### src/rtl/bin2bcd_pipe.sv
module bin2bcd_pipe (
  input  logic        clk,
  input  logic        rst,
  input  logic        in_valid,
  input  logic [7:0]  in_data,
  output logic        out_valid,
  output logic [11:0] out_bcd
);

  // add-3 cell in gate form: 0..4 pass, 5..9 -> 8..12
  function automatic logic [3:0] adj(input logic [3:0] b);
    logic [3:0] o;
    o[3] = b[3] | (b[2] & b[0]) | (b[2] & b[1]);
    o[2] = (b[3] & b[0]) | (b[2] & ~b[1] & ~b[0]);
    o[1] = (b[3] & ~b[0]) | (~b[2] & b[1]) | (b[1] & b[0]);
    o[0] = (b[3] & ~b[0]) | (~b[3] & ~b[2] & b[0]) | (b[2] & b[1] & ~b[0]);
    return o;
  endfunction

  logic [5:0] vld;

  logic [7:0] s1_bin;

  logic [3:0] s2_c0;
  logic [4:0] s2_bin;

  logic [3:0] s3_c1;
  logic       s3_m0;
  logic [3:0] s3_bin;

  logic [3:0] s4_c2;
  logic       s4_m0, s4_m1;
  logic [2:0] s4_bin;

  logic [3:0] s5_c3, s5_c5;
  logic [1:0] s5_bin;

  logic [11:0] s6_bcd;

  logic [3:0] c0, c1, c2, c3, c4, c5, c6;

  assign c0 = adj({1'b0, s1_bin[7:5]});
  assign c1 = adj({s2_c0[2:0], s2_bin[4]});
  assign c2 = adj({s3_c1[2:0], s3_bin[3]});
  assign c3 = adj({s4_c2[2:0], s4_bin[2]});
  assign c5 = adj({1'b0, s4_m0, s4_m1, s4_c2[3]});
  assign c4 = adj({s5_c3[2:0], s5_bin[1]});
  assign c6 = adj({s5_c5[2:0], s5_c3[3]});

  always_ff @(posedge clk) begin
    if (rst) vld <= '0;
    else     vld <= {vld[4:0], in_valid};
  end

  always_ff @(posedge clk) begin
    s1_bin <= in_data;

    s2_c0  <= c0;
    s2_bin <= s1_bin[4:0];

    s3_c1  <= c1;
    s3_m0  <= s2_c0[3];
    s3_bin <= s2_bin[3:0];

    s4_c2  <= c2;
    s4_m0  <= s3_m0;
    s4_m1  <= s3_c1[3];
    s4_bin <= s3_bin[2:0];

    s5_c3  <= c3;
    s5_c5  <= c5;
    s5_bin <= s4_bin[1:0];

    s6_bcd <= {2'b00, s5_c5[3], c6, c4, s5_bin[0]};
  end

  assign out_valid = vld[5];
  assign out_bcd   = s6_bcd;

endmodule

### config.mk
export PLATFORM = sky130hd
export DESIGN_NAME = bin2bcd_pipe
export DESIGN_NICKNAME = d
export VERILOG_FILES = /design/src/rtl/bin2bcd_pipe.sv
export SDC_FILE = /design/constraint.sdc
export NUM_CORES = 1
export LEC_CHECK = 0
export BUFFER_PORTS_ARGS = -buffer_cell sky130_fd_sc_hd__buf_2
export CAP_MARGIN = 20
export CORE_ASPECT_RATIO = 1.5
export CORE_MARGIN = 3
export CORE_UTILIZATION = 51
export CTS_BUF_LIST = sky130_fd_sc_hd__clkbuf_2
export DETAILED_ROUTE_END_ITERATION = 8
export PLACE_DENSITY = 0.8
export SETUP_SLACK_MARGIN = 0.02
export SYNTH_ARGS = -nofsm -noshare
export SYNTH_HDL_FRONTEND = slang
export SYNTH_SLANG_ARGS = --single-unit
### constraint.sdc
create_clock -name clk -period 0.8 [get_ports clk]
set_input_delay 0 -clock clk [delete_from_list [all_inputs] [get_ports clk]]
set_output_delay 0 -clock clk [all_outputs]
set_load 0.05 [all_outputs]
Word-level counts from Yosys, hierarchy flattened
Index checks and enable logic that the tools add are counted.
W data, S select, Z words.

operators by class
  bitwise logic cells = 138

operators by type and width
  kind           number
  $and A1 B1 Y1  71
  $or A1 B1 Y1   41
  $not A1 Y1     26

word-level totals
  flip-flop bits (word level) = 61
  input port bits = 11
  logic and storage cells = 153

Depth between registers and ports, before layout
  word-level depth = 5
  mapped depth = 2
  depth with buffers taken out = 2

Worst setup path after synthesis
OpenSTA, ideal clock, no wires.

  kind = register to register
  start point = reg s5_bin[1]
  end point = reg s6_bcd[2] (netlist: out_bcd[2])
  setup time = 0.117 ns
  data arrival time = 0.627 ns
  data required time = 0.683 ns
  slack = 0.056 ns
  stages on the path, launching flop included = 3
  path buffers = 0
  cells stage by stage = dfxtp_1 > nand2b_4 > a22o_1

on the way
  longest elaborated chain between the ends = 4
  elaborated cells on any way between the ends = 5

RTL lines
  what                    line  RTL
  start, declared         36    logic [1:0] s5_bin;
  start signal, assigned  72    s5_bin <= s4_bin[1:0];
  $not A1 Y1              15    o[1] = (b[3] & ~b[0]) | (~b[2] & b[1]) | (b[1] & b[0]);
  $and A1 B1 Y1           15
  $or A1 B1 Y1            15
  $or A1 B1 Y1 (*)        15
  net c4[1]               40    logic [3:0] c0, c1, c2, c3, c4, c5, c6;
  end signal, assigned    74    s6_bcd <= {2'b00, s5_c5[3], c6, c4, s5_bin[0]};
  end, declared           38    logic [11:0] s6_bcd;

The timed path passes the listed nets; every way through them passes the cells marked *.
A chain may end at the register's enable or synchronous reset.

Worst setup path in the final report
  start point = reg s6_bcd[6] (netlist: out_bcd[6])
  end point = out out_bcd[6]

RTL lines
  what           line  RTL
  end, declared  7     output logic [11:0] out_bcd

No word-level cell between the ends.

==> impl_metrics.toml <==
[global_routing]
grt_pass1_wl_um = 4200
grt_overflow = 0
grt_pass1_vias = 1090
grt_start_max_net_pins = 11
grt_usage_pct = 14.8
antenna_found_initial = 0

[setup_path]
path_class = "reg2out"
cp_num_buf_inv = 1
cp.required_ps = 800
path_delay_family = "flip-flops"
critPathMaxStageDelay_ps = 370
start_kind = "flop"
slowest_stage = "dfxtp_2"
critPathMaxFanout = 1
critical_path.cell_chain = "buf_8"
critPathArrivalTime_ps = 960
cp-end-kind = "output pin"

[status]
violations = "setup timing"
outcome = "complete, but fails checks"

[sta]
fmax_mhz = 1040
period_needed_ps = 957
finalMaxSlewViolations = 0
skew_ps = 10.3
fin_tns_setup_ps = -1520
finalHoldViolations = 0
worst_slack_ps = -157
rsz0062_at_grt = "yes"
finalSetupViolCount = 11
min_period_over_period_pct = 120
whs_ps = 195

[detailed_routing]
viasPerCell = 4.70
routed_wirelength_um = 2620
wl_met2_um = 1520
ant_nets = 0
drt-initial-drc-count = 24
wl_met1_um = 899
drc_errors = 0
drtPass1Iterations = 4
num_vias = 1030
wire_per_inst_um = 11.9
top_layer_used = "met4"
wl_met3_um = 120

[power]
vdd_drop_max_mv = 2.36
power.leakage_nw = 0.964
powerDensity_mw_per_mm2 = 2830

[placement]
hpwl_um = 1610
placed_area_mm2 = 0.00181
place_congestion = 0.746
placed_cells = 192
portBuffers = 21
pre_cts_ws_ps = 5.14

[floorplan]
initial_core_util_pct = 55.0
core_region_area_mm2 = 0.00303
io_pins = 24
dieArea_mm2 = 0.00401
dieWidth_um = 52.7
rows = 24
dieHeight_um = 76.1

[layout]
layout_common_cells = "38 x dfxtp_1, 23 x dfxtp_2"
fin_nets = 186
instances_no_fill = 219
drive_gt1_share_pct = 36.7
final_common_cell = "dfxtp_1"
areaGrowthSynthToFinish_pct = 29.8
n_antenna_cell = 0
design_area_mm2 = 0.00217

[yosys]
ys_ff_latch = 61
synth-seq-area-share_pct = 73.2
netlist_area_mm2 = 0.00167
ys.warnings.count = 0
syn-instance-count = 133
synth_cell_type_count = 16
syn_avg_cell_area_um2 = 12.5

[cts]
clkTransAtPathRegs_ps = 160
cts_made_buffers = 9
root_buffer = "clkbuf_2"
htree_num_levels = 3
insertion_delay_ps = 440
clock_sink_count = 61
cts_tree = "built"
clockBufferDepth = 2

[min_path]
hold_class = "in2reg"

[run]
max-cap-violations = 0
## cell usage after synthesis
master | number | share of area [%]
and2_1 | 2 | 0.75
inv_1 | 6 | 1.3
conb_1 | 1 | 0.22
nand2b_1 | 9 | 3.4
dfxtp_1 | 61 | 73
nand2b_4 | 4 | 3.3
mux2i_1 | 1 | 0.60
a22o_1 | 6 | 3.1
buf_4 | 2 | 0.90
o21ai_0 | 6 | 1.8
nor2_1 | 3 | 0.67
o21ai_1 | 4 | 1.2
nor2b_1 | 6 | 2.2
nand2_1 | 5 | 1.1
a21oi_1 | 10 | 3.0
o21a_1 | 7 | 3.1
## sequential cells by signal, indices dropped and copies added, names as in the netlist
signal,cells
s4_c2,4
s4_m1,1
s4_m0,1
s5_c3,4
s3_c1,4
s2_c0,4
s3_bin,4
out_bcd,10
s5_bin,2
s3_m0,1
s1_bin,8
s5_c5,4
s4_bin,3
vld,6
s2_bin,5
## what timing repair did
| action | 4_1_cts | 5_1_grt |
|---|---|---|
| hold buffers | 10 | 0 |
| endpoints found under the hold margin | 14 | 0 |
| buffers inserted | 1 | 0 |
| pin swaps | 4 | 0 |
| endpoints found under the setup margin | 17 | 21 |
| resized for setup | 45 | 13 |
## final timing paths
| kind | slack, ps | to | cells past startpoint | from |
|---|---|---|---|---|
| worst max-delay path | -160 | out_bcd[6] | 1 | out_bcd[6] |
| worst min register to register | 330 | s4_bin[2] | 0 | s3_bin[2] |
| worst min-delay path | 200 | s1_bin[0] | 2 | in_data[0] |
| worst max register to register | 20 | s5_c3[1] | 2 | s4_bin[2] |
## stage by stage
stage / total power (W) / util, %
after floorplan: 0.00405 / -
after global placement: 0.00416 / 59.7
after detailed placement: 0.00422 / 59.7
after CTS: 0.00612 / 70.1
after global routing: 0.00643 / 71.4
final: 0.00613 / 71.4
## routing by layer
layer | global-route usage, % | vias up
met1 | 11.0 | 473
met4 | 9.21 | 0
met2 | 27.5 | 27
li1 | - | 522
met5 | 0 | -
met3 | 7.05 | 8
## cell type report
class / instances / area [um^2]
Fill cell: 225 / 867
Tap cell: 39 / 48.8
Clock buffer: 10 / 50.0
Clock inverter: 6 / 53.8
Multi-Input combinational cell: 65 / 429
Inverter: 6 / 22.5
Timing Repair Buffer: 32 / 312
Sequential cell: 61 / 1250
## power breakdown
group	leakage, nW	internal (W)	switching (W)
clock	0.0729	0.000706	0.000996
combinational	0.377	0.000418	0.000461
sequential	0.514	0.00334	0.000212
## kinds of logic after synthesis
group | Yosys count | synth area share [%]
AOI/OAI and AO/OA | 33 | 12.3
and+or+nand+nor | 29 | 11.5
DFF | 61 | 73.2
other | 1 | 0.225
muxes | 1 | 0.600
buffers and inverters | 8 | 2.25
(Power assumes the default switching activity.)
